`src/rtl/sbf_pkg.sv`:
```
package sbf_pkg;
  localparam int NCH = 4;

  typedef enum logic [2:0] {
    ACT_FETCH,
    ACT_LINE_END,
    ACT_BAD_WAKE,
    ACT_NEW_FETCH,
    ACT_NEW_END
  } act_e;

  typedef enum logic [0:0] {
    ST_IDLE,
    ST_REQ
  } st_e;

  localparam logic [1:0] CTL_LINE_DONE = 2'd1;
  localparam logic [1:0] CTL_SHUT_UP   = 2'd2;
endpackage

```
`src/rtl/sbf_chan_bank.sv`:
```
module sbf_chan_bank #(
  parameter int AW  = 20,
  parameter int CW  = 16,
  parameter int BAW = 32
) (
  input  logic           clk,
  input  logic           rst_n,
  input  logic           cfg_we,
  input  logic [1:0]     cfg_chan,
  input  logic [CW-1:0]  cfg_next_count,
  input  logic [BAW-1:0] cfg_next_base,
  input  logic           upd_en,
  input  logic [1:0]     upd_chan,
  input  logic [AW-1:0]  upd_addr,
  input  logic [CW-1:0]  upd_count,
  input  logic           upd_base_we,
  input  logic [BAW-1:0] upd_base,
  input  logic [1:0]     rd_chan,
  output logic [AW-1:0]  rd_addr,
  output logic [CW-1:0]  rd_count,
  output logic [BAW-1:0] rd_base,
  output logic [CW-1:0]  rd_next_count,
  output logic [BAW-1:0] rd_next_base
);
  import sbf_pkg::*;

  logic [AW-1:0]  addr_q  [NCH];
  logic [CW-1:0]  count_q [NCH];
  logic [BAW-1:0] base_q  [NCH];
  logic [CW-1:0]  ncnt_q  [NCH];
  logic [BAW-1:0] nbase_q [NCH];

  for (genvar c = 0; c < NCH; c++) begin : g_chan
    localparam logic [1:0]    ID       = 2'(c);
    localparam logic [AW-1:0] RST_ADDR = {1'b1, {(AW-3){1'b0}}, ID};

    logic hit_upd, hit_cfg;
    assign hit_upd = upd_en && (upd_chan == ID);
    assign hit_cfg = cfg_we && (cfg_chan == ID);

    always_ff @(posedge clk or negedge rst_n) begin
      if (!rst_n) begin
        addr_q[c]  <= RST_ADDR;
        count_q[c] <= '1;
        base_q[c]  <= '0;
      end else if (hit_upd) begin
        addr_q[c]  <= upd_addr;
        count_q[c] <= upd_count;
        if (upd_base_we) base_q[c] <= upd_base;
      end
    end

    always_ff @(posedge clk or negedge rst_n) begin
      if (!rst_n) begin
        ncnt_q[c]  <= '1;
        nbase_q[c] <= '0;
      end else if (hit_cfg) begin
        ncnt_q[c]  <= cfg_next_count;
        nbase_q[c] <= cfg_next_base;
      end
    end

    AST_ID_BITS_KEPT: assert property (@(posedge clk) disable iff (!rst_n)
      addr_q[c][1:0] == ID);
  end

  assign rd_addr       = addr_q[rd_chan];
  assign rd_count      = count_q[rd_chan];
  assign rd_base       = base_q[rd_chan];
  assign rd_next_count = ncnt_q[rd_chan];
  assign rd_next_base  = nbase_q[rd_chan];
endmodule

```
`src/rtl/sbf_decide.sv`:
```
module sbf_decide #(
  parameter int AW  = 20,
  parameter int CW  = 16,
  parameter int BAW = 32,
  parameter int BW  = 16
) (
  input  logic [AW-1:0]   addr,
  input  logic [CW-1:0]   count,
  input  logic [BAW-1:0]  base,
  input  logic [CW-1:0]   next_count,
  input  logic [BAW-1:0]  next_base,
  output sbf_pkg::act_e   act,
  output logic [AW-1:0]   new_addr,
  output logic [CW-1:0]   new_count,
  output logic            new_base_we,
  output logic [BAW-1:0]  fetch_addr
);
  import sbf_pkg::*;

  localparam int            OW   = AW - 1;
  localparam logic [OW-1:0] STEP = OW'(BW);

  logic          flag;
  logic [OW-1:0] off, off_clean;
  logic [OW-1:0] id_only;

  assign flag      = addr[AW-1];
  assign off       = addr[OW-1:0];
  assign off_clean = {off[OW-1:2], 2'b00};
  assign id_only   = {{(OW-2){1'b0}}, addr[1:0]};

  always_comb begin
    act         = ACT_FETCH;
    new_addr    = addr;
    new_count   = count - 1'b1;
    new_base_we = 1'b0;
    fetch_addr  = base + BAW'(off_clean);
    if (!count[CW-1]) begin
      act      = ACT_FETCH;
      new_addr = {flag, off + STEP};
    end else if (!flag) begin
      act      = ACT_LINE_END;
      new_addr = {1'b1, off};
    end else begin
      new_count = next_count;
      if (next_base == '0) begin
        act = ACT_BAD_WAKE;
      end else begin
        new_base_we = 1'b1;
        new_count   = next_count - 1'b1;
        fetch_addr  = next_base;
        if (!next_count[CW-1]) begin
          act      = ACT_NEW_FETCH;
          new_addr = {1'b0, id_only + STEP};
        end else begin
          act      = ACT_NEW_END;
          new_addr = {1'b1, id_only};
        end
      end
    end
  end
endmodule

```
`src/rtl/sbf_holdoff.sv`:
```
module sbf_holdoff #(
  parameter int GAP = 5
) (
  input  logic clk,
  input  logic rst_n,
  input  logic start,
  output logic busy
);
  localparam int HW = $clog2(GAP + 1);

  logic [HW-1:0] cnt_q, cnt_d;

  always_comb begin
    cnt_d = cnt_q;
    if (start)             cnt_d = HW'(GAP);
    else if (cnt_q != '0)  cnt_d = cnt_q - 1'b1;
  end

  always_ff @(posedge clk or negedge rst_n) begin
    if (!rst_n) cnt_q <= '0;
    else        cnt_q <= cnt_d;
  end

  assign busy = (cnt_q != '0);

  AST_HOLD_AFTER_BLOCK: assert property (@(posedge clk) disable iff (!rst_n)
    start |=> busy);
endmodule

```
`src/rtl/scanline_burst_fetcher.sv`:
```
module scanline_burst_fetcher #(
  parameter int AW  = 20,
  parameter int CW  = 16,
  parameter int BAW = 32,
  parameter int BW  = 16,
  parameter int GAP = 5
) (
  input  logic           clk,
  input  logic           rst_n,
  input  logic           wake_valid,
  input  logic [1:0]     wake_chan,
  output logic           wake_ready,
  input  logic           cfg_we,
  input  logic [1:0]     cfg_chan,
  input  logic [CW-1:0]  cfg_next_count,
  input  logic [BAW-1:0] cfg_next_base,
  output logic           req_valid,
  input  logic           req_ready,
  output logic [BAW-1:0] req_addr,
  output logic           ctl_valid,
  output logic [1:0]     ctl_chan,
  output logic [1:0]     ctl_code,
  output logic [3:0]     bad_status
);
  import sbf_pkg::*;

  st_e            st_q, st_d;
  logic           req_valid_q, req_valid_d;
  logic [BAW-1:0] req_addr_q, req_addr_d;
  logic           ctl_valid_q, ctl_valid_d;
  logic [1:0]     ctl_chan_q, ctl_chan_d, ctl_code_q, ctl_code_d;
  logic [3:0]     bad_q, bad_d;
  logic           accept, hold_start, hold_busy, addr_load;

  logic [AW-1:0]  rd_addr, new_addr;
  logic [CW-1:0]  rd_count, rd_ncnt, new_count;
  logic [BAW-1:0] rd_base, rd_nbase, fetch_addr;
  logic           new_base_we;
  act_e           act;

  assign wake_ready = (st_q == ST_IDLE) && !hold_busy;
  assign accept     = wake_valid && wake_ready;

  sbf_chan_bank #(.AW(AW), .CW(CW), .BAW(BAW)) u_bank (
    .clk(clk), .rst_n(rst_n),
    .cfg_we(cfg_we), .cfg_chan(cfg_chan),
    .cfg_next_count(cfg_next_count), .cfg_next_base(cfg_next_base),
    .upd_en(accept), .upd_chan(wake_chan), .upd_addr(new_addr),
    .upd_count(new_count), .upd_base_we(new_base_we), .upd_base(rd_nbase),
    .rd_chan(wake_chan), .rd_addr(rd_addr), .rd_count(rd_count),
    .rd_base(rd_base), .rd_next_count(rd_ncnt), .rd_next_base(rd_nbase)
  );

  sbf_decide #(.AW(AW), .CW(CW), .BAW(BAW), .BW(BW)) u_decide (
    .addr(rd_addr), .count(rd_count), .base(rd_base),
    .next_count(rd_ncnt), .next_base(rd_nbase),
    .act(act), .new_addr(new_addr), .new_count(new_count),
    .new_base_we(new_base_we), .fetch_addr(fetch_addr)
  );

  sbf_holdoff #(.GAP(GAP)) u_hold (
    .clk(clk), .rst_n(rst_n), .start(hold_start), .busy(hold_busy)
  );

  always_comb begin
    st_d        = st_q;
    req_valid_d = req_valid_q;
    req_addr_d  = req_addr_q;
    ctl_valid_d = 1'b0;
    ctl_chan_d  = ctl_chan_q;
    ctl_code_d  = ctl_code_q;
    bad_d       = bad_q;
    hold_start  = 1'b0;
    addr_load   = 1'b0;
    if (st_q == ST_REQ) begin
      if (req_ready) begin
        st_d        = ST_IDLE;
        req_valid_d = 1'b0;
        hold_start  = 1'b1;
      end
    end else if (accept) begin
      unique case (act)
        ACT_FETCH, ACT_NEW_FETCH: begin
          st_d        = ST_REQ;
          req_valid_d = 1'b1;
          req_addr_d  = fetch_addr;
          addr_load   = 1'b1;
        end
        ACT_LINE_END, ACT_NEW_END: begin
          ctl_valid_d = 1'b1;
          ctl_code_d  = CTL_LINE_DONE;
          ctl_chan_d  = wake_chan;
          hold_start  = 1'b1;
        end
        default: begin
          ctl_valid_d       = 1'b1;
          ctl_code_d        = CTL_SHUT_UP;
          ctl_chan_d        = wake_chan;
          bad_d[wake_chan]  = 1'b1;
          hold_start        = 1'b1;
        end
      endcase
    end
  end

  always_ff @(posedge clk or negedge rst_n) begin
    if (!rst_n) begin
      st_q        <= ST_IDLE;
      req_valid_q <= 1'b0;
      ctl_valid_q <= 1'b0;
      ctl_chan_q  <= '0;
      ctl_code_q  <= '0;
      bad_q       <= '0;
    end else begin
      st_q        <= st_d;
      req_valid_q <= req_valid_d;
      ctl_valid_q <= ctl_valid_d;
      ctl_chan_q  <= ctl_chan_d;
      ctl_code_q  <= ctl_code_d;
      bad_q       <= bad_d;
    end
  end

  always_ff @(posedge clk or negedge rst_n) begin
    if (!rst_n)         req_addr_q <= '0;
    else if (addr_load) req_addr_q <= req_addr_d;
  end

  assign req_valid  = req_valid_q;
  assign req_addr   = req_addr_q;
  assign ctl_valid  = ctl_valid_q;
  assign ctl_chan   = ctl_chan_q;
  assign ctl_code   = ctl_code_q;
  assign bad_status = bad_q;

  AST_REQ_HELD: assert property (@(posedge clk) disable iff (!rst_n)
    req_valid && !req_ready |=> req_valid && $stable(req_addr));
  AST_NO_WAKE_WHILE_REQ: assert property (@(posedge clk) disable iff (!rst_n)
    req_valid |-> !wake_ready);
  AST_BAD_STICKY: assert property (@(posedge clk) disable iff (!rst_n)
    ($past(bad_status) & ~bad_status) == 4'b0000);
  AST_CTL_EXCLUSIVE: assert property (@(posedge clk) disable iff (!rst_n)
    !(req_valid && ctl_valid));
  AST_CTL_PULSE: assert property (@(posedge clk) disable iff (!rst_n)
    ctl_valid |=> !ctl_valid && !wake_ready);
endmodule

```
`config.mk`:
```
export PLATFORM = sky130hd
export DESIGN_NAME = scanline_burst_fetcher
export DESIGN_NICKNAME = d
export VERILOG_FILES = /design/src/rtl/sbf_pkg.sv /design/src/rtl/sbf_chan_bank.sv /design/src/rtl/sbf_decide.sv /design/src/rtl/sbf_holdoff.sv /design/src/rtl/scanline_burst_fetcher.sv
export SDC_FILE = /design/constraint.sdc
export NUM_CORES = 1
export LEC_CHECK = 0
export BUFFER_PORTS_ARGS = -buffer_cell sky130_fd_sc_hd__buf_2
export CORE_ASPECT_RATIO = 0.7
export CORE_UTILIZATION = 55
export CTS_CLUSTER_DIAMETER = 100
export DETAILED_ROUTE_END_ITERATION = 16
export PLACE_DENSITY = 0.82
export SETUP_SLACK_MARGIN = 0.02
export SLEW_MARGIN = 10
export SYNTH_ARGS = -nofsm -noshare
export SYNTH_HDL_FRONTEND = slang
export SYNTH_HIERARCHICAL = 1
export SYNTH_SLANG_ARGS = --single-unit
export TNS_END_PERCENT = 5
```
`constraint.sdc`:
```
create_clock -name clk -period 4.6 [get_ports clk]
set_input_delay 0.92 -clock clk [delete_from_list [all_inputs] [get_ports clk]]
set_output_delay 0.92 -clock clk [all_outputs]
set_load 0.02 [all_outputs]
```
After elaboration in Yosys (flattened, before gate mapping)
Cells that the tools add are included.

Add/subtract/negate cells: 6. $lt $le $gt $ge: 3. Equality and inequality tests: 10. Muxes and demuxes: 51. Bitwise logic cells: 5. Reductions and logical operators: 31.

Operators with widths (count): $mux W32 (7); $bmux W32 S2 (2); $mux W20 (6); $mux W16 (7); $bmux W16 S2 (2); $bmux W20 S2 (1); $add A32 B19 Y32 (1); $logic_not A32 Y1 (1); $sub A16 B1 Y16 const B (2); $add A19 B5 Y19 const B (1); $mux W1 (18); $mux W3 (6); $logic_and A1 B1 Y1 (11); $reduce_and A3 Y1 (3); $eq A2 B2 Y1 const B (4); $reduce_and A2 Y1 (4); $add A2 B5 Y6 const B (1); $reduce_bool A2 Y1 (3); $eq A2 B1 Y1 const B (2); $logic_not A2 Y1 (2); $or A4 B4 Y4 (1); $pmux W2 S2 (1); $reduce_and A4 Y1 (1); $reduce_or A2 Y1 (2); 15 further kinds (17).

Flip-flop bits (word level): 510. Input bits: 57. Output and inout port bits: 43. Logic and storage cells: 134.

Longest topological paths before layout
Depth after elaboration: 14. Depth in mapped cells: 15. Depth with buffers taken out: 12.

By module
Netlist, hierarchy kept.

By module, submodules not included: sbf_chan_bank (times used 1, cells an instance 1133, area each 20204.4 sq um, sequential area each 11781.3 sq um); sbf_decide (times used 1, cells an instance 426, area each 2646.3 sq um, sequential area each 0.0 sq um); scanline_burst_fetcher (times used 1, cells an instance 108, area each 1677.9 sq um, sequential area each 1076.0 sq um); sbf_holdoff (times used 1, cells an instance 16, area each 175.2 sq um, sequential area each 75.1 sq um).

Worst setup path after synthesis
Ideal clock, no wire load.

Kind: input to register. Start: in wake_chan[0]. End: reg req_addr_q[10] (netlist: req_addr[10]). Setup time: 0.125 ns. Arrival: 4.292 ns. Data required time: 4.475 ns. Path slack: 0.184 ns. Stages on the path: 14. Path buffers: 6. Cells stage by stage: buf_2 buf_6 buf_6 mux4_2 nor4_1 nand4_1 o21ai_1 inv_1 buf_2 clkbuf_1 and2_1 nor3_4 buf_6 mux2_2.

Longest elaborated chain between the ends: 14. Elaborated cells on any way between the ends: 32. Classes of those cells: add/sub: 1; eq/ne: 1; mux: 25; bitwise: 1; reduce/logical: 4.

RTL lines: start: declaration (line scanline_burst_fetcher.sv:11) `input logic [1:0] wake_chan,`; $not A2 Y3 (not written as such) * (line sbf_chan_bank.sv:71) `assign rd_next_base = nbase_q[rd_chan];`; $bmux W32 S2 * (line sbf_chan_bank.sv:71); $mux W32 (not written as such) * (2 in a row) (line sbf_chan_bank.sv:71); net rd_nbase[14] (line scanline_burst_fetcher.sv:37) `logic [BAW-1:0] rd_base, rd_nbase, fetch_addr;`; $logic_not A32 Y1 * (line sbf_decide.sv:46) `if (next_base == '0) begin`; $mux W3 * (line sbf_decide.sv:46); $mux W3 * (line sbf_decide.sv:41) `end else if (!flag) begin`; $mux W3 * (line sbf_decide.sv:38) `if (!count[CW-1]) begin`; net act[2] (line scanline_burst_fetcher.sv:39) `act_e act;`; $eq A3 B2 Y1 or $logic_not A3 Y1 (tied branches) (line scanline_burst_fetcher.sv:82) `unique case (act)`; $reduce_or A2 Y1 * (line scanline_burst_fetcher.sv:82); $mux W1 (line scanline_burst_fetcher.sv:82); $mux W1 (line scanline_burst_fetcher.sv:81) `end else if (accept) begin`; $mux W1 (line scanline_burst_fetcher.sv:75) `if (st_q == ST_REQ) begin`; $reduce_and A4 Y1 (no source line) *; end signal: assignment (line scanline_burst_fetcher.sv:126) `else if (addr_load) req_addr_q <= req_addr_d;`; end: declaration (line scanline_burst_fetcher.sv:29) `logic [BAW-1:0] req_addr_q, req_addr_d;`.

Mark *: on every way through the listed nets, which the timed path passes. The rest lies on a longest branch. The select of a mux whose other input is x is not followed. A chain may end at the register's enable or synchronous reset.

Worst setup path after layout
Start: in wake_chan[0]. End: reg req_addr_q[12] (netlist: req_addr[12]).

Same word-level chain as after synthesis.

==> results.py <==
metrics = {
    "yosys": {
        "synthesis.area_um2": 24300,
        "avgSynthCellArea_um2": 14.6,
        "ys_warn_count": 6,
        "syn_nets": 1743,
        "synth_cells": 1663,
    },
    "pwr": {
        "power_density_nw_per_um2": 452,
        "p_total_mw": 12.4,
        "power_leakage_nw": 12.5,
        "ir_drop_mv": 0.382,
    },
    "grt": {
        "first_global_vias": 15900,
        "grt_usage_pct": 25.9,
        "grt.overflow.total": 0,
        "grt_pass1_wl_um": 90100,
        "grt_max_degree": 141,
        "antenna_found_initial": 2,
    },
    "timing": {
        "fmax_mhz": 234,
        "setup_viol": 0,
        "tightest_slew_ns": 0.831,
        "rsz0062_at_grt": "false",
        "timing.final.crit_share_pct": 93.1,
        "timing.slew.headroom_pct": 44.6,
        "whs_ns": 0.269,
        "fin_skew_ns": 0.0192,
        "finalHoldViolCount": 0,
        "min_period_ns": 4.28,
        "fin_setup_tns_ns": 0,
        "setup_ws_ns": 0.318,
        "drv_slew": 0,
    },
    "clock_tree": {
        "ctsResizeCount": 0,
        "cts_buffer_depth": 3,
        "root_buffer": "clkbuf_16",
        "tritoncts": "yes",
        "cts_made_buffers": 49,
        "h-tree-depth": 2,
        "postCtsSetupRepairBufs": 0,
        "cts.sinks": 502,
        "clock_latency_ns": 0.59,
        "clkTransAtPathRegs_ns": 0.06,
        "cts_hold_buffers": 0,
    },
    "placed_design": {
        "place_area_um2": 25900,
        "pre_cts_ws_ns": -0.265,
        "routabilityCongestion": 0.932,
        "dp.cells": 2346,
        "dpl.hpwl_um": 37700,
        "port_buffers": 99,
    },
    "critical_path": {
        "reg2reg_to": "req_addr[12]$_DFFE_PN0P_",
        "reg2reg_slack_ns": 0.90,
        "cp_cell_sequence": "clkbuf_8 > buf_12 > mux4_2 > nor4_1 > nand4_1 > buf_4 > or2_2 > a21oi_1 > xor2_1 > nor3_4 > buf_12 > mux2_2",
        "crit_required_ns": 5.07,
        "start_kind": "primary input",
        "path_common_cell": "buf_12",
        "cp_num_buf_inv": 4,
        "cp.arrival_ns": 4.75,
        "slowest_stage": "mux4_2",
        "r2r_cells": 10,
        "rr_startpoint": "u_bank/nbase_q[29]$_DFFE_PN0P_",
        "cpPeakStageDelay_ns": 0.61,
        "worstSetupPathType": "primary input to flip-flop",
        "critPathTopFamily": "simple AND/OR/NAND/NOR gates",
        "cp_max_fo": 27,
        "endpoint_kind": "flip-flop",
    },
    "detailed_routing": {
        "ant_nets": 0,
        "via_per_inst": 6.20,
        "drt_iter0_drc": 1254,
        "detail_route.wirelength_um": 56800,
        "drc": 0,
        "dr.pass1.iters": 6,
        "wl_per_cell_um": 23.3,
        "vias": 15100,
    },
    "floorplanning": {
        "coreArea_um2": 43600,
        "die_y_um": 178,
        "fp-row-count": 64,
        "die_area_um2": 45100,
        "io_pins": 100,
        "start_util_pct": 55.8,
        "die_w_um": 253,
    },
    "cells_and_area": {
        "nets": 1883,
        "syn2layout_area_growth_pct": 13.1,
        "fin_cells": 2438,
        "stdcell_area_um2": 27500,
        "post-route-util_pct": 63.1,
        "final_layout_size_suffix_gt1_share_pct": 55.3,
    },
    "worst_hold_path": {
        "min_path_type": "primary input to async pin",
    },
    "run": {
        "cap_violations": 0,
    },
    "outcome": {
        "outcome": "completed",
    },
}
[report_power, final]
part	switching (mW)	internal, mW	total, mW
logic	1.38	1.29	2.67
clock network	1.74	2.30	4.04
registers	0.370	5.37	5.74
total	3.49	8.95	12.4
[area by class of cell]
cell class,instances,area (um^2)
Antenna cell,2,5.00
Clock buffer,68,1390
Clock inverter,22,225
Fill cell,3120,16100
Inverter,20,75.1
Multi-Input combinational cell,1047,11000
Sequential cell,502,12700
Tap cell,594,743
Timing Repair Buffer,183,1340
[per-layer routing]
metal / GRT usage [%] / vias up / routed length, um
met4: 6.44 / 0 / 1020
met3: 4.10 / 79 / 3260
met5: 0 / - / 0
met2: 40.4 / 469 / 26900
met1: 38.1 / 8084 / 25600
li1: - / 6484 / -
[flip-flops by register name (all words and copies together), names as in the netlist, 2 cells and up]
register        cells
bad_status          4
ctl_chan            2
ctl_code            2
req_addr           32
u_bank/addr_q      72
u_bank/base_q     128
u_bank/count_q     64
u_bank/nbase_q    128
u_bank/ncnt_q      64
u_hold/cnt_q        3
[cell usage in the layout, fill, tap and decap left out, drive strengths merged, types with 3 or more instances in the layout]
| master | n |
|---|---|
| a211oi | 4 |
| a21boi | 3 |
| a21o | 12 |
| a21oi | 32 |
| a221oi | 3 |
| a31o | 5 |
| a31oi | 9 |
| and2 | 10 |
| and3 | 11 |
| buf | 182 |
| bufinv | 3 |
| clkbuf | 69 |
| clkinv | 14 |
| dfrtp | 370 |
| dfstp | 132 |
| ha | 22 |
| inv | 23 |
| mux2 | 491 |
| mux2i | 11 |
| mux4 | 114 |
| nand2 | 60 |
| nand2b | 3 |
| nand3 | 31 |
| nand3b | 6 |
| nand4 | 7 |
| nor2 | 44 |
| nor2b | 5 |
| nor3 | 13 |
| nor3b | 4 |
| nor4 | 11 |
| o211ai | 5 |
| o21ai | 38 |
| o21bai | 3 |
| o31ai | 3 |
| or3 | 13 |
| or4 | 4 |
| xnor2 | 23 |
| xor2 | 20 |
[worst max path at each step]
| stage | to | startpoint | depth (start not counted) | slack, ns |
|---|---|---|---|---|
| after CTS | req_addr[0]$_DFFE_PN0P_ | wake_chan[0] | 12 | 0.35 |
| after global routing | req_addr[13]$_DFFE_PN0P_ | wake_chan[0] | 12 | 0.21 |
| after detailed placement | req_addr[20]$_DFFE_PN0P_ | wake_chan[0] | 12 | -0.26 |
| after global placement | req_addr[31]$_DFFE_PN0P_ | wake_chan[0] | 12 | -0.15 |
| final | req_addr[12]$_DFFE_PN0P_ | wake_chan[0] | 12 | 0.32 |
| after floorplan | req_addr[10]$_DFFE_PN0P_ | wake_chan[0] | 14 | 0.18 |
(Power assumes the default switching activity.)
